`config.mk`:
```
export PLATFORM = sky130hd
export DESIGN_NAME = branch_slot_ctrl
export DESIGN_NICKNAME = d
export VERILOG_FILES = /design/src/rtl/branch_slot_pkg.sv /design/src/rtl/bsc_pc_seq.sv /design/src/rtl/bsc_stage_track.sv /design/src/rtl/bsc_squash.sv /design/src/rtl/branch_slot_ctrl.sv
export SDC_FILE = /design/constraint.sdc
export NUM_CORES = 1
export LEC_CHECK = 0
export ABC_AREA = 1
export BUFFER_PORTS_ARGS = -buffer_cell sky130_fd_sc_hd__buf_2
export CAP_MARGIN = 20
export CORE_ASPECT_RATIO = 0.8
export CORE_MARGIN = 10
export CORE_UTILIZATION = 35
export DETAILED_ROUTE_END_ITERATION = 8
export PLACE_DENSITY_LB_ADDON = 0.15
export SLEW_MARGIN = 5
export SYNTH_ARGS = -nofsm -noshare
export SYNTH_HDL_FRONTEND = slang
export SYNTH_SLANG_ARGS = --single-unit
```
`constraint.sdc`:
```
create_clock -name clk_i -period 2.1 [get_ports clk_i]
set_clock_uncertainty 0.2 [all_clocks]
set_input_delay 0.105 -clock clk_i [delete_from_list [all_inputs] [get_ports clk_i]]
set_output_delay 0.105 -clock clk_i [all_outputs]
set_load 0.1 [all_outputs]
```
`src/rtl/branch_slot_pkg.sv`:
```
package branch_slot_pkg;

    localparam int NUM_STAGES = 5;
    localparam int STG_IF = 0;
    localparam int STG_ID = 1;
    localparam int STG_OF = 2;
    localparam int STG_EX = 3;
    localparam int STG_WB = 4;

    // tag carried by an instruction while it is still killable or resolving
    typedef struct packed {
        logic v;     // holds a real instruction
        logic br;    // is a branch
        logic an;    // branch annul flag
        logic slot;  // is the delay slot of the branch ahead of it
    } stage_tag_t;

    typedef struct packed {
        logic       if_v;
        stage_tag_t id;
        stage_tag_t of;
        stage_tag_t ex;
        logic       wb_v;
    } track_state_t;

endpackage

```
`src/rtl/bsc_pc_seq.sv`:
```
module bsc_pc_seq #(
    parameter int                ADDR_W      = 32,
    parameter int                INSTR_BYTES = 4,
    parameter logic [ADDR_W-1:0] RESET_PC    = '0
) (
    input  logic              clk_i,
    input  logic              rst_ni,
    input  logic              stall_i,
    input  logic              fetch_live_i,
    input  logic              redirect_i,
    input  logic [ADDR_W-1:0] target_i,
    output logic [ADDR_W-1:0] pc_o
);

    localparam logic [ADDR_W-1:0] STEP = ADDR_W'(INSTR_BYTES);

    typedef struct packed {
        logic [ADDR_W-1:0] pc;
        logic              pend_v;
        logic [ADDR_W-1:0] pend_pc;
    } pc_state_t;

    pc_state_t st_d, st_q;

    always_comb begin
        st_d = st_q;
        if (redirect_i) begin
            if (stall_i) begin
                // keep the target until fetch may move again
                st_d.pend_v  = 1'b1;
                st_d.pend_pc = target_i;
            end else begin
                st_d.pc     = target_i;
                st_d.pend_v = 1'b0;
            end
        end else if (!stall_i) begin
            if (st_q.pend_v) begin
                st_d.pc     = st_q.pend_pc;
                st_d.pend_v = 1'b0;
            end else if (fetch_live_i) begin
                st_d.pc = st_q.pc + STEP;
            end
        end
    end

    always_ff @(posedge clk_i) begin
        if (!rst_ni) begin
            st_q.pc      <= RESET_PC;
            st_q.pend_v  <= 1'b0;
            st_q.pend_pc <= '0;
        end else begin
            st_q <= st_d;
        end
    end

    assign pc_o = st_q.pc;

    assert_redirect_loads_pc_R4: assert property (@(posedge clk_i) disable iff (!rst_ni)
        (redirect_i && !stall_i) |=> (pc_o == $past(target_i)));

    assert_stall_holds_pc_R8: assert property (@(posedge clk_i) disable iff (!rst_ni)
        stall_i |=> (pc_o == $past(pc_o)));

    assert_pending_applied_R9: assert property (@(posedge clk_i) disable iff (!rst_ni)
        (st_q.pend_v && !stall_i && !redirect_i) |=> (pc_o == $past(st_q.pend_pc)));

endmodule

```
`src/rtl/bsc_stage_track.sv`:
```
module bsc_stage_track
    import branch_slot_pkg::*;
(
    input  logic                  clk_i,
    input  logic                  rst_ni,
    input  logic                  stall_i,
    input  logic                  id_branch_i,
    input  logic                  id_annul_i,
    input  logic                  kill_if_i,
    input  logic                  kill_id_i,
    input  logic                  kill_of_i,
    output stage_tag_t            id_o,
    output stage_tag_t            of_o,
    output stage_tag_t            ex_o,
    output logic                  if_v_o,
    output logic [NUM_STAGES-1:0] stage_valid_o
);

    track_state_t st_d, st_q;
    logic         id_is_branch;

    assign id_is_branch = st_q.id.v && id_branch_i;

    always_comb begin
        st_d = st_q;

        // back end always advances; a killed OF entry becomes a bubble
        st_d.wb_v    = st_q.ex.v;
        st_d.ex.v    = st_q.of.v && !kill_of_i;
        st_d.ex.br   = st_q.of.br;
        st_d.ex.an   = st_q.of.an;
        st_d.ex.slot = st_q.of.slot;

        if (stall_i) begin
            // front end frozen, kills still take effect in place
            st_d.of      = '0;
            st_d.id.v    = st_q.id.v && !kill_id_i;
            st_d.if_v    = st_q.if_v && !kill_if_i;
        end else begin
            st_d.of.v    = st_q.id.v && !kill_id_i;
            st_d.of.br   = id_is_branch;
            st_d.of.an   = id_is_branch && id_annul_i;
            st_d.of.slot = st_q.id.slot;
            st_d.id.v    = st_q.if_v && !kill_if_i;
            st_d.id.br   = 1'b0;
            st_d.id.an   = 1'b0;
            // the fetch following a branch leaving ID is its delay slot
            st_d.id.slot = id_is_branch;
            st_d.if_v    = 1'b1;
        end
    end

    always_ff @(posedge clk_i) begin
        if (!rst_ni) begin
            st_q <= '0;
        end else begin
            st_q <= st_d;
        end
    end

    assign id_o   = st_q.id;
    assign of_o   = st_q.of;
    assign ex_o   = st_q.ex;
    assign if_v_o = st_q.if_v;

    assign stage_valid_o[STG_IF] = st_q.if_v;
    assign stage_valid_o[STG_ID] = st_q.id.v;
    assign stage_valid_o[STG_OF] = st_q.of.v;
    assign stage_valid_o[STG_EX] = st_q.ex.v;
    assign stage_valid_o[STG_WB] = st_q.wb_v;

    assert_killed_of_bubbles_R11: assert property (@(posedge clk_i) disable iff (!rst_ni)
        kill_of_i |=> !st_q.ex.v);

    assert_killed_if_bubbles_R11: assert property (@(posedge clk_i) disable iff (!rst_ni)
        (kill_if_i && !stall_i) |=> !st_q.id.v);

    assert_stall_bubbles_of_R8: assert property (@(posedge clk_i) disable iff (!rst_ni)
        stall_i |=> !st_q.of.v);

endmodule

```
`src/rtl/bsc_squash.sv`:
```
module bsc_squash
    import branch_slot_pkg::*;
(
    input  logic       clk_i,
    input  logic       rst_ni,
    input  stage_tag_t ex_i,
    input  stage_tag_t of_i,
    input  stage_tag_t id_i,
    input  logic       if_v_i,
    input  logic       taken_i,
    output logic       redirect_o,
    output logic       kill_if_o,
    output logic       kill_id_o,
    output logic       kill_of_o
);

    logic resolve;
    logic go_taken;
    logic drop_slot;

    assign resolve   = ex_i.v && ex_i.br;
    assign go_taken  = resolve && taken_i;
    assign drop_slot = resolve && !taken_i && ex_i.an;

    always_comb begin
        redirect_o = go_taken;
        kill_if_o  = go_taken && if_v_i;
        kill_id_o  = id_i.v && ((go_taken && !id_i.slot) || (drop_slot && id_i.slot));
        kill_of_o  = of_i.v && ((go_taken && !of_i.slot) || (drop_slot && of_i.slot));
    end

    assert_fallthrough_quiet_R3: assert property (@(posedge clk_i) disable iff (!rst_ni)
        (resolve && !taken_i && !ex_i.an) |-> !(kill_if_o || kill_id_o || kill_of_o));

    assert_no_branch_no_kill_R10: assert property (@(posedge clk_i) disable iff (!rst_ni)
        !resolve |-> !(kill_if_o || kill_id_o || kill_of_o || redirect_o));

endmodule

```
`src/rtl/branch_slot_ctrl.sv`:
```
module branch_slot_ctrl
    import branch_slot_pkg::*;
#(
    parameter int                ADDR_W      = 32,
    parameter int                INSTR_BYTES = 4,
    parameter logic [ADDR_W-1:0] RESET_PC    = '0
) (
    input  logic                  clk_i,
    input  logic                  rst_ni,
    input  logic                  fetch_stall_i,
    input  logic                  id_branch_i,
    input  logic                  id_annul_i,
    input  logic                  ex_taken_i,
    input  logic [ADDR_W-1:0]     ex_target_i,
    output logic [ADDR_W-1:0]     fetch_pc_o,
    output logic                  kill_if_o,
    output logic                  kill_id_o,
    output logic                  kill_of_o,
    output logic [NUM_STAGES-1:0] stage_valid_o
);

    stage_tag_t id_tag, of_tag, ex_tag;
    logic       if_v;
    logic       redirect;
    logic       k_if, k_id, k_of;

    bsc_stage_track u_track (
        .clk_i         (clk_i),
        .rst_ni        (rst_ni),
        .stall_i       (fetch_stall_i),
        .id_branch_i   (id_branch_i),
        .id_annul_i    (id_annul_i),
        .kill_if_i     (k_if),
        .kill_id_i     (k_id),
        .kill_of_i     (k_of),
        .id_o          (id_tag),
        .of_o          (of_tag),
        .ex_o          (ex_tag),
        .if_v_o        (if_v),
        .stage_valid_o (stage_valid_o)
    );

    bsc_squash u_squash (
        .clk_i      (clk_i),
        .rst_ni     (rst_ni),
        .ex_i       (ex_tag),
        .of_i       (of_tag),
        .id_i       (id_tag),
        .if_v_i     (if_v),
        .taken_i    (ex_taken_i),
        .redirect_o (redirect),
        .kill_if_o  (k_if),
        .kill_id_o  (k_id),
        .kill_of_o  (k_of)
    );

    bsc_pc_seq #(
        .ADDR_W      (ADDR_W),
        .INSTR_BYTES (INSTR_BYTES),
        .RESET_PC    (RESET_PC)
    ) u_pc (
        .clk_i        (clk_i),
        .rst_ni       (rst_ni),
        .stall_i      (fetch_stall_i),
        .fetch_live_i (if_v),
        .redirect_i   (redirect),
        .target_i     (ex_target_i),
        .pc_o         (fetch_pc_o)
    );

    assign kill_if_o = k_if;
    assign kill_id_o = k_id;
    assign kill_of_o = k_of;

    assert_slot_survives_R5: assert property (@(posedge clk_i) disable iff (!rst_ni)
        (redirect && of_tag.v && of_tag.slot) |=> stage_valid_o[STG_EX]);

    assert_taken_kills_fetch_R4: assert property (@(posedge clk_i) disable iff (!rst_ni)
        (redirect && !fetch_stall_i) |=> !stage_valid_o[STG_ID]);

endmodule

```
# Yosys cells after proc, flatten, opt, wreduce, memory -nomap -nowiden
# Cells that the tools add are included.
[op_classes]
reduce_logical = 28
n_addsub = 1
n_mux = 7
eq_ne = 1
bitwise = 2
[ops]
columns = ["operator", "count"]
rows = [
  ["32-bit 2-to-1 mux", 3],
  ["33-bit 2-to-1 mux", 2],
  ["32-bit by 3-bit adder with 32-bit output, second input constant", 1],
  ["1-bit logical AND", 16],
  ["1-bit zero test", 6],
  ["2-bit AND reduction", 2],
  ["3-bit nonzero test", 1],
  ["1-bit logical OR", 2],
  ["2-bit 2-to-1 mux", 1],
  ["2-bit by 1-bit inequality test with 1-bit output, second input constant", 1],
  ["1-bit NOT", 2],
  ["2-bit OR reduction", 1],
  ["1-bit 2-to-1 mux", 1],
]
[totals]
out_inout_bits = 40
ff_bits = 76

# Depth between registers and ports, before layout
# Gate-level depths: netlist (run 1).
[logic_depth]
word_depth = 9
ltp_mapped = 11
depth_no_buf = 11

# Hierarchy
# From an unflattened synthesis (run 1), not the netlist that was laid out.
[unflattened]
cells_unflattened = 698
area_unflattened_um2 = 4580.6
[modules_own_cells]
columns = ["module", "area_per_inst_um2", "cells_each", "seq_area_each_um2", "n_inst"]
rows = [
  ["bsc_pc_seq", 4028.9, 621, 1301.2, 1],
  ["bsc_stage_track", 475.5, 59, 240.2, 1],
  ["bsc_squash", 76.3, 18, 0.0, 1],
]

# Least setup slack after synthesis (run 1)
# OpenSTA, ideal clock, no wires.
[synth_timing]
path_kind = "register to output"
from = "register u_track.st_q, in the netlist u_track.ex_o[3]"
to = "output kill_id_o"
path_buffers = 1
path_stages_with_launch = 8
arrival_ns = 2.335
slack_ns = -0.540
cell_sequence = "dfxtp_1 nand2_1 nor2_4 inv_2 buf_2 o21ai_0 inv_1 nor2_1"
[synth_between]
elab_chain_cells = 6
elab_cells_between_ends = 8
classes_between = "8 x reduce/logical"
[synth_lines]
columns = ["item", "line_no", "rtl"]
rows = [
  ["start: declaration", "bsc_stage_track.sv:19", "track_state_t st_d, st_q;"],
  ["start signal: assignment", "bsc_stage_track.sv:57", "st_q <= st_d;"],
  ["1-bit logical AND (*)", "bsc_squash.sv:21", "assign resolve = ex_i.v && ex_i.br;"],
  ["1-bit logical AND (2 in a row)", "bsc_squash.sv:23", "assign drop_slot = resolve && !taken_i && ex_i.an;"],
  ["1-bit logical AND", "bsc_squash.sv:28", "kill_id_o = id_i.v && ((go_taken && !id_i.slot) || (drop_slot && id_i.slot));"],
  ["1-bit logical OR (*)", "bsc_squash.sv:28", ""],
  ["1-bit logical AND (*)", "bsc_squash.sv:28", ""],
  ["end: declaration", "branch_slot_ctrl.sv:17", "output logic kill_id_o,"],
]
# Every way passes the cells marked *; elsewhere a longest branch is shown, timed or not.

# Final worst setup path (run 1)
# Same ends and word-level chain as after synthesis.

==> results of run 1 <==
[path summary, 6_finish.rpt]
path,from,endpoint,slack (ps),cells past startpoint
max,u_track.ex_o[3]$_SDFF_PN0_,kill_id_o,120,8
min,rst_ni,u_pc.st_q[3]$_SDFFE_PN0P_,60,4
max reg2reg,u_pc.pc_o[5]$_SDFFE_PN0P_,u_pc.pc_o[29]$_SDFFE_PN0P_,170,10
min reg2reg,u_track.of_o[1]$_SDFF_PP0_,u_track.ex_o[1]$_SDFF_PN0_,210,2
[critical path, stage by stage, from the launching register on]
cell                      delay, ps
sky130_fd_sc_hd__dfxtp_1        360
sky130_fd_sc_hd__nand2_2         90
sky130_fd_sc_hd__nor2_4          90
sky130_fd_sc_hd__inv_2           70
sky130_fd_sc_hd__buf_12         180
sky130_fd_sc_hd__o21ai_4        150
sky130_fd_sc_hd__inv_1           60
sky130_fd_sc_hd__nor2_2         130
sky130_fd_sc_hd__buf_12         190
[cell families after synthesis]
group | count (synthesis)
compound gates | 136
xor+xnor | 7
fa+ha+maj | 1
buf+inv | 128
flops | 76
simple gates | 333
[registers in the layout, summed over array words and instances, names as in the netlist]
| register | flops |
|---|---|
| u_pc.pc_o | 32 |
| u_track.ex_o | 3 |
| u_track.stage_valid_o | 1 |
| u_track.if_v_o | 1 |
| u_track.id_o | 2 |
| u_track.of_o | 4 |
| u_pc.st_q | 33 |
[metal layers]
layer / track usage (%) / share of wire (%) / vias up / wire length [um]
met5: 0 / 0 / - / 0
met1: 21.3 / 50 / 2015 / 6780
met3: 3.83 / 5.8 / 8 / 782
li1: - / - / 2318 / -
met4: 4.33 / 0.87 / 0 / 117
met2: 23.8 / 43 / 131 / 5810
[synthesized netlist by cell type, types with 2 or more instances]
master / number
sky130_fd_sc_hd__or2_2: 4
sky130_fd_sc_hd__a21oi_1: 64
sky130_fd_sc_hd__o211ai_1: 7
sky130_fd_sc_hd__o221a_2: 3
sky130_fd_sc_hd__buf_4: 36
sky130_fd_sc_hd__clkbuf_2: 2
sky130_fd_sc_hd__nand3_1: 40
sky130_fd_sc_hd__buf_2: 10
sky130_fd_sc_hd__inv_1: 58
sky130_fd_sc_hd__nor2_2: 4
sky130_fd_sc_hd__nand2_1: 195
sky130_fd_sc_hd__inv_2: 4
sky130_fd_sc_hd__clkbuf_1: 13
sky130_fd_sc_hd__nor2_1: 81
sky130_fd_sc_hd__buf_6: 2
sky130_fd_sc_hd__nor2_4: 2
sky130_fd_sc_hd__xor2_1: 2
sky130_fd_sc_hd__buf_1: 3
sky130_fd_sc_hd__o21ai_1: 7
sky130_fd_sc_hd__nand3b_1: 2
sky130_fd_sc_hd__nor3_1: 2
sky130_fd_sc_hd__o21bai_1: 5
sky130_fd_sc_hd__a31oi_1: 3
sky130_fd_sc_hd__o21ai_0: 40
sky130_fd_sc_hd__xnor2_1: 5
sky130_fd_sc_hd__dfxtp_1: 76
[what timing repair did]
item	CTS	global route
endpoints found under the hold margin	71	0
hold buffers	38	0
setup endpoints to repair	1	12
resized for setup	2	11
[cell type report]
cell class / instances / area share (%)
Clock inverter: 7 / 1.51
Multi-Input combinational cell: 477 / 40.7
Inverter: 62 / 4.20
Sequential cell: 76 / 27.4
Tap cell: 171 / 3.86
Clock buffer: 9 / 4.06
Timing Repair Buffer: 138 / 18.2
[report_power, final]
part           internal (mW)  switching [mW]  total [mW]
Combinational          0.159           0.356       0.516
Sequential              1.47          0.0352        1.50
Clock                  0.939           0.682        1.62
Total                   2.57            1.07        3.64
[per-stage QoR]
stage                     instance area [sq um]  setup slack (ps)  total power, mW  TNS [ps]  std cells
after global placement                     4820               179             2.00         0        886
final                                      5540               122             3.64         0        940
after CTS                                  5510              37.6             3.68         0        940
after detailed placement                   4820               128             2.00         0        886
after global routing                       5540             -2.21             3.78     -2.21        940
after floorplan                            4390             -92.1             1.90     -92.1        681
[placed cells by master, fill, tap and decap left out, types with 2 or more instances in the layout]
master | synthesis | routed
sky130_fd_sc_hd__xor2_1 | 2 | 2
sky130_fd_sc_hd__buf_2 | 10 | 74
sky130_fd_sc_hd__clkinv_4 | 0 | 3
sky130_fd_sc_hd__nor2_1 | 81 | 73
sky130_fd_sc_hd__o21bai_1 | 5 | 5
sky130_fd_sc_hd__o21ai_4 | 1 | 2
sky130_fd_sc_hd__a21oi_1 | 64 | 63
sky130_fd_sc_hd__o221a_2 | 3 | 3
sky130_fd_sc_hd__a21oi_2 | 1 | 2
sky130_fd_sc_hd__o211ai_1 | 7 | 7
sky130_fd_sc_hd__nor2_4 | 2 | 4
sky130_fd_sc_hd__nand3b_1 | 2 | 2
sky130_fd_sc_hd__dfxtp_1 | 76 | 76
sky130_fd_sc_hd__nand2_1 | 195 | 193
sky130_fd_sc_hd__nand2_2 | 1 | 3
sky130_fd_sc_hd__nor2_2 | 4 | 10
sky130_fd_sc_hd__xnor2_1 | 5 | 5
sky130_fd_sc_hd__or2_2 | 4 | 4
sky130_fd_sc_hd__a31oi_1 | 3 | 3
sky130_fd_sc_hd__buf_4 | 36 | 21
sky130_fd_sc_hd__buf_12 | 0 | 5
sky130_fd_sc_hd__nand3_1 | 40 | 40
sky130_fd_sc_hd__o21ai_0 | 40 | 39
sky130_fd_sc_hd__nor3_1 | 2 | 2
sky130_fd_sc_hd__clkbuf_16 | 0 | 9
sky130_fd_sc_hd__inv_1 | 58 | 57
sky130_fd_sc_hd__inv_2 | 4 | 5
sky130_fd_sc_hd__o21ai_1 | 7 | 7
sky130_fd_sc_hd__dlygate4sd3_1 | 0 | 38
==> results.yml, run 1 <==
synth:
  yosys-top-cells-area: "sky130_fd_sc_hd__dfxtp_1 (35%), sky130_fd_sc_hd__nand2_1 (17%), sky130_fd_sc_hd__a21oi_1 (7.3%)"
  post_synth_and_or_nand_nor_area_fraction_pct: 30.9
  synth-compound-area-share_pct: 17.9
  post_synth.cell_area_avg_sq_um: 6.43
  post_synth_mux_area_share_pct: 0
  dominant_combinational_cell_family_by_area_after_synthesis: "simple AND/OR/NAND/NOR gates"
  netlist.top_cell.by_area: "sky130_fd_sc_hd__dfxtp_1"
  synth-async-reset-ratio_pct: 0
  syn_nets: 720
  synth_seq_cells: 76
  synthCells: 681
  yosysWarningCount: 0
  syn-cell-area_sq_um: 4380
  ys_seq_area_share_pct: 34.8
  synthDistinctLibCells: 37
  post_synth_fa_ha_maj_area_fraction_pct: 0.286
  yosys.area_share.xor_xnor_pct: 1.40
  synth_edf_count: 0
  synth_top_area_share_pct: 34.8
  ys_dominant_reg_cell: "sky130_fd_sc_hd__dfxtp_1"
critical_path:
  cp.arrival_ps: 1670
  timing.critical_path.required_ps: 1790
  worst-path-max-fanout: 38
  timing.critical_path.to_type: "output port"
  setup.worst_path.start_class: "flip-flop"
  critical_path_class: "flip-flop to output port"
layout:
  multiInputGateArea_sq_um: 2260
  drive_above_1_share_pct: 19.8
  antenna-diode-count: 0
  seqCellArea_sq_um: 1520
  finalNetCount: 803
  utilization_after_layout_pct: 45.4
  nFillCells: 1273
  syn2layout_area_growth_pct: 26.7
sta:
  slew_headroom_pct: 49.0
  fin_worst_hold_slack_ps: 64.5
  report.final.hold_viol_count: 0
  final-max-slew-violation-count: 0
  max_freq_mhz: 506
  period_minus_slack_ps: 1980
  finalSetupViolCount: 0
  tightest_slew_ps: 763
  final_min_period_over_clock_period_pct: 94.2
global_route:
  globalRoute.totalOverflow: 0
  grt_first_pass_wirelength_um: 22500
  grt_usage_pct: 15.6
  grt_antenna_before_repair: 0
  grt_max_degree: 41
  via_count_of_the_first_global_routing_pass: 4312
clock_tree:
  tritoncts.num_buffers: 9
  clock_slew_seen_by_the_registers_of_the_worst_setup_and_hold_paths_ps: 70
  cts_setup_buffers: 0
  tritoncts: "yes"
  clock_path_buffers: 2
  cts-root-buf: "sky130_fd_sc_hd__clkbuf_16"
  h-tree-depth: 3
  cts.sink_count: 76
  clock_latency_on_the_worst_skew_pair_ps: 340
floorplanning:
  fp.dieArea_sq_um: 17400
  core_region_area_sq_um: 12200
  die_h_um: 120
  row_count: 36
  floorplan.initialDensity_pct: 35.8
  chipWidth_um: 145
  ios: 78
route:
  wl_um: 13500
  vias: 4472
  drt_iter0_drc: 273
  detailedRoute.firstPassIterationCount: 5
  drtAntennaViolNets: 0
  via_per_inst: 4.76
  detail_route.wl_per_cell_um: 14.4
  remaining_drc_errors: 0
power_and_ir_drop:
  power-per-cell-area_nw_per_um2: 657
  power.leakage_nw: 2.40
  irDropWorstVdd_uv: 368
placed_design:
  finalWeightedCongestion: 0.879
  io_buffer_count: 77
  hpwl_after_detailed_placement_um: 9780
flow_run:
  max_cap_violations: 0
outcome:
  outcome: "complete, no violations"
hold_path:
  worstHoldPathType: "primary input to flip-flop"
Note: power is estimated with default switching activity, not from simulation.
==> inputs of run 2 (changes only) <==
--- a/config.mk
+++ b/config.mk
@@ -16,4 +16,5 @@
 export SLEW_MARGIN = 5
 export SYNTH_ARGS = -nofsm -noshare
 export SYNTH_HDL_FRONTEND = slang
+export SYNTH_HIERARCHICAL = 1
 export SYNTH_SLANG_ARGS = --single-unit
==> constraint.sdc (replaced) <==
create_clock -name clk_i -period 1.6 [get_ports clk_i]
set_clock_uncertainty 0.2 [all_clocks]
set_input_delay 0.08 -clock clk_i [delete_from_list [all_inputs] [get_ports clk_i]]
set_output_delay 0.08 -clock clk_i [all_outputs]
set_load 0.1 [all_outputs]
==> results.yml, run 2 <==
outcome:
  outcome: "finished with violations"
  failed_checks: "negative setup slack"
critical_path:
  worst-path-max-fanout: 9
  timing.critical_path.required_ps: 1600
  critical_path_class: "flip-flop to flip-flop"
  setup.worst_path.start_class: "flip-flop"
  cp.arrival_ps: 1700
  most_frequent_cell_on_critical_path: "sky130_fd_sc_hd__nor2_4"
  cp_cell_sequence: "nand3_4 -> inv_4 -> nor2_4 -> nor2_4 -> a21oi_4 -> buf_12 -> clkbuf_16 -> a21oi_2 -> o21ai_1 -> a21oi_1"
  timing.critical_path.to_type: "flip-flop"
  slowest_stage: "sky130_fd_sc_hd__dfxtp_4"
  max_stage_delay_ps: 360
placed_design:
  io_buffer_count: 77
  pre_cts_slack_ps: -169
  hpwl_after_detailed_placement_um: 9660
  finalWeightedCongestion: 0.889
global_route:
  via_count_of_the_first_global_routing_pass: 4699
  globalRoute.totalOverflow: 0
  grt_first_pass_wirelength_um: 23500
  grt_max_degree: 50
  grt_usage_pct: 15.9
  grt_antenna_before_repair: 0
power_and_ir_drop:
  irDropWorstVdd_uv: 522
  power.leakage_nw: 3.03
  power-per-cell-area_nw_per_um2: 687
layout:
  most-common-layout-cells: "sky130_fd_sc_hd__nand2_1 (155), sky130_fd_sc_hd__buf_4 (76), sky130_fd_sc_hd__a21oi_1 (69)"
  drive_above_1_share_pct: 37.7
  antenna-diode-count: 0
  syn2layout_area_growth_pct: 50.1
  largest-register: "u_pc/st_q"
  finalNetCount: 883
  largest_register_ffs: 33
  mostFrequentLayoutCell: "sky130_fd_sc_hd__nand2_1"
  nFillCells: 1228
floorplanning:
  ios: 78
  fp.dieArea_sq_um: 17900
  row_count: 37
  core_region_area_sq_um: 12700
  floorplan.initialDensity_pct: 35.5
  chipWidth_um: 147
  die_h_um: 122
clock_tree:
  clock_latency_on_the_worst_skew_pair_ps: 340
  cts.sink_count: 76
  cts-root-buf: "sky130_fd_sc_hd__clkbuf_16"
  h-tree-depth: 3
  clock_slew_seen_by_the_registers_of_the_worst_setup_and_hold_paths_ps: 60
  clock_path_buffers: 2
  tritoncts: "yes"
  tritoncts.num_buffers: 9
sta:
  final-max-slew-violation-count: 0
  grt_setup_unrepaired: "true"
  report.final.hold_viol_count: 0
  slew_headroom_pct: 65.1
  max_freq_mhz: 587
  final_min_period_over_clock_period_pct: 106
  period_minus_slack_ps: 1700
  fin_worst_hold_slack_ps: 209
  tightest_slew_ps: 523
  finalSetupViolCount: 33
  setup_ws_ps: -102
route:
  wl_um: 15500
  drtAntennaViolNets: 0
  remaining_drc_errors: 0
  via_per_inst: 4.74
  vias: 4851
  detail_route.wl_per_cell_um: 15.2
  detailedRoute.firstPassIterationCount: 5
  drt_iter0_drc: 319
synth:
  synthCells: 690
  yosysWarningCount: 6
  post_synth.cell_area_avg_sq_um: 6.55
  syn-cell-area_sq_um: 4520
  syn_nets: 729
flow_run:
  max_cap_violations: 0
hold_path:
  worstHoldPathType: "flip-flop to flip-flop"
-- run 2: report_power, final --
group | internal (mW) | total [mW] | switching (mW)
sequential | 1.89 | 1.91 | 0.0134
combinational | 0.225 | 0.494 | 0.269
clock | 1.37 | 2.26 | 0.884
total | 3.49 | 4.66 | 1.17
-- run 2: what timing repair did --
item | 4_1_cts | 5_1_grt
pin swaps | 24 | 32
cloned | 1 | 8
resized for setup | 64 | 89
setup buffers | 12 | 7
hold endpoints to repair | 73 | 0
setup endpoints to repair | 30 | 68
hold buffers | 38 | 0
-- run 2: per-layer routing --
metal  share of wire (%)  up-vias  global-route usage, %  routed length, um
met4                 1.7        0                   4.02                267
met5                   0        -                      0                  0
met3                 6.0       17                   4.00                926
li1                    -     2463                      -                  -
met1                  49     2212                   21.9               7620
met2                  43      159                   24.3               6720
-- run 2: final timing paths --
check                             startpoint                    endpoint  slack, ps  depth (start not counted)
setup / recovery  u_track/ex_o[2]$_SDFF_PN0_   u_pc/pc_o[5]$_SDFFE_PN0P_       -100                         10
hold / removal    u_track/of_o[2]$_SDFF_PP0_  u_track/ex_o[2]$_SDFF_PN0_        210                          2
setup reg to reg  u_track/ex_o[2]$_SDFF_PN0_   u_pc/pc_o[5]$_SDFFE_PN0P_       -100                         10
hold reg to reg   u_track/of_o[2]$_SDFF_PP0_  u_track/ex_o[2]$_SDFF_PN0_        210                          2
-- run 2: metrics by stage --
stage               instances  area, sq um  util (%)  TNS (ps)  total power, mW
finish                   1024         6790      53.3     -2010             4.66
global route             1024         6790      53.3     -4670             4.81
CTS                      1009         6290      49.4     -1120             4.64
detailed placement        942         5290      41.6     -1980             2.28
global placement          942         5290      41.6     -1090             2.28
floorplan                 690         4570         -      -103             2.18
-- run 2: area by class of cell --
type / count / area (sq um) / share of cell area [%]
clock buffer: 9 / 225 / 3.32
clock inverter: 7 / 97.6 / 1.44
inverter: 76 / 297 / 4.37
multi-input combinational: 469 / 2550 / 37.6
sequential: 76 / 1570 / 23.1
tap: 175 / 219 / 3.23
timing repair buffer: 212 / 1830 / 27.0
-- run 2: worst max-delay path, delay by kind of cell (launching register included) --
kind / cells / cell delay (ps)
AO/OA/AOI/OAI: 4 / 330
buffers and inverters: 3 / 430
AND/OR/NAND/NOR: 3 / 240
flip-flops: 1 / 360
==> inputs of run 3 (changes only) <==
--- a/config.mk
+++ b/config.mk
@@ -5,7 +5,6 @@
 export SDC_FILE = /design/constraint.sdc
 export NUM_CORES = 1
 export LEC_CHECK = 0
-export ABC_AREA = 1
 export BUFFER_PORTS_ARGS = -buffer_cell sky130_fd_sc_hd__buf_2
 export CAP_MARGIN = 20
 export CORE_ASPECT_RATIO = 0.8
@@ -13,7 +12,7 @@
 export CORE_UTILIZATION = 35
 export DETAILED_ROUTE_END_ITERATION = 8
 export PLACE_DENSITY_LB_ADDON = 0.15
-export SLEW_MARGIN = 5
+export SLEW_MARGIN = 10
 export SYNTH_ARGS = -nofsm -noshare
 export SYNTH_HDL_FRONTEND = slang
 export SYNTH_HIERARCHICAL = 1
==> results.yml, run 3 <==
layout:
  final_design_area_no_fill_sq_um: 7440
  most-common-layout-cells: "sky130_fd_sc_hd__buf_4 (84), sky130_fd_sc_hd__nand2_1 (66), sky130_fd_sc_hd__dfxtp_1 (60)"
  largest-register: "u_pc/st_q"
  drive_above_1_share_pct: 48.7
  mostFrequentLayoutCell: "sky130_fd_sc_hd__buf_4"
  finalNetCount: 793
  syn2layout_area_growth_pct: 69.6
  antenna-diode-count: 0
  largest_register_ffs: 33
placed_design:
  pre_cts_slack_ps: -303
  io_buffer_count: 77
  hpwl_after_detailed_placement_um: 10800
  dpl-instance-area_sq_um: 5540
  finalWeightedCongestion: 0.882
sta:
  period_minus_slack_ps: 1850
  tightest_slew_ps: 500
  finalSetupViolCount: 65
  max_freq_mhz: 539
  setup_ws_ps: -254
  fin_worst_hold_slack_ps: 85.8
  final_min_period_over_clock_period_pct: 116
  slew_headroom_pct: 66.9
  final-max-slew-violation-count: 0
  finalSetupTns_ps: -9490
  report.final.hold_viol_count: 0
  grt_setup_unrepaired: "true"
global_route:
  grt_antenna_before_repair: 0
  grt_first_pass_wirelength_um: 25600
  globalRoute.totalOverflow: 0
  grt_usage_pct: 18.1
  via_count_of_the_first_global_routing_pass: 4834
  grt_max_degree: 23
critical_path:
  setup.worst_path.start_class: "flip-flop"
  cp_cell_sequence: "nand4_4 -> buf_6 -> nor4_4 -> buf_6 -> and3_4 -> a211oi_2 -> nor3b_1"
  cp.arrival_ps: 1920
  most_frequent_cell_on_critical_path: "sky130_fd_sc_hd__buf_6"
  depth_of_the_worst_register_to_register_path: 7
  crit-reg2reg-capture: "u_pc/pc_o[18]$_SDFFE_PN0P_"
  slowest_stage: "sky130_fd_sc_hd__dfxtp_2"
  r2r_slack_ps: -250
  timing.critical_path.to_type: "flip-flop"
  max_stage_delay_ps: 340
  worst-path-max-fanout: 8
  critical_path_class: "flip-flop to flip-flop"
  timing.critical_path.required_ps: 1670
  reg2reg_from: "u_pc/pc_o[13]$_SDFFE_PN0P_"
floorplanning:
  row_count: 36
  core_region_area_sq_um: 12200
  floorplan.initialDensity_pct: 36.0
  die_h_um: 120
  chipWidth_um: 145
  ios: 78
  fp.dieArea_sq_um: 17400
route:
  drtAntennaViolNets: 0
  wl_um: 16800
  drt_iter0_drc: 305
  remaining_drc_errors: 0
  via_per_inst: 5.21
  detailedRoute.firstPassIterationCount: 5
  vias: 4843
  detail_route.wl_per_cell_um: 18.0
power_and_ir_drop:
  power.leakage_nw: 3.02
  irDropWorstVdd_uv: 781
  power-per-cell-area_nw_per_um2: 652
hold_path:
  hold-path-cell-count: 5
  hold_path.startpoint: "ex_taken_i"
  worstHoldPathType: "primary input to flip-flop"
  hold_path_end: "u_track/of_o[3]$_SDFF_PP0_"
clock_tree:
  tritoncts: "yes"
  tritoncts.num_buffers: 9
  h-tree-depth: 3
  clock_path_buffers: 2
  cts-root-buf: "sky130_fd_sc_hd__clkbuf_16"
  clock_latency_on_the_worst_skew_pair_ps: 350
  cts.sink_count: 76
  clock_slew_seen_by_the_registers_of_the_worst_setup_and_hold_paths_ps: 60
synth:
  yosysWarningCount: 6
  post_synth.cell_area_avg_sq_um: 7.67
  syn_nets: 611
  synthCells: 572
  syn-cell-area_sq_um: 4390
outcome:
  failed_checks: "negative setup slack"
  outcome: "finished with violations"
flow_run:
  max_cap_violations: 0
==> run 3: what timing repair did <==
action                                  4_1_cts  5_1_grt
pin swaps                                    34       85
setup buffers                                25       11
hold buffers                                 36        0
hold endpoints to repair                     67        0
endpoints found under the setup margin       68       78
resized for setup                           107      127
cloned                                        5        4
==> run 3: stage by stage <==
step | power [mW] | instances | util [%]
after global placement | 2.73 | 838 | 45.4
final | 4.85 | 930 | 61.0
after floorplan | 2.53 | 572 | -
after global routing | 5.02 | 930 | 61.0
after CTS | 4.87 | 919 | 56.2
after detailed placement | 2.73 | 838 | 45.4
==> run 3: routing by layer <==
metal,share of wire [%],vias to the layer above,GRT usage [%]
met3,4.9,28,4.21
li1,-,2350,-
met4,2.4,0,6.18
met1,47,2326,24.1
met2,46,139,28.4
met5,0,-,0
==> run 3: worst max-delay path: cells and delay by family, from the launching register on <==
kind	cells	cell delay, ps
AND/OR/NAND/NOR	4	820
flip-flops	1	340
buffers and inverters	2	340
AO/OA/AOI/OAI	1	60
==> run 3: final cells by class <==
class	count	area [sq um]
well taps	171	214
multi-input cells	401	3060
flip-flops and latches	76	1550
fillers	1035	4760
inverters	19	71.3
repair buffers	247	2260
clock inverters	2	35.0
clock buffers	14	244
==> run 3: power breakdown <==
group          internal, mW  switching (mW)  total (mW)
Sequential             1.93          0.0445        1.98
Clock                  1.21           0.798        2.01
Combinational         0.323           0.547       0.870
Total                  3.46            1.39        4.85
==> run 3: how the worst max path moves through the flow <==
stage                          startpoint                    endpoint  slack (ps)  cells after the start
3_5_place_dp   u_pc/pc_o[13]$_SDFFE_PN0P_  u_pc/pc_o[31]$_SDFFE_PN0P_        -300                      5
2_1_floorplan  u_pc/pc_o[10]$_SDFFE_PN0P_  u_pc/pc_o[31]$_SDFFE_PN0P_        -240                      5
4_1_cts        u_pc/pc_o[12]$_SDFFE_PN0P_  u_pc/pc_o[27]$_SDFFE_PN0P_        -240                      5
3_3_place_gp   u_pc/pc_o[13]$_SDFFE_PN0P_  u_pc/pc_o[31]$_SDFFE_PN0P_        -330                      5
5_1_grt        u_pc/pc_o[13]$_SDFFE_PN0P_  u_pc/pc_o[27]$_SDFFE_PN0P_        -350                      5
6_report       u_pc/pc_o[13]$_SDFFE_PN0P_  u_pc/pc_o[18]$_SDFFE_PN0P_        -250                      7
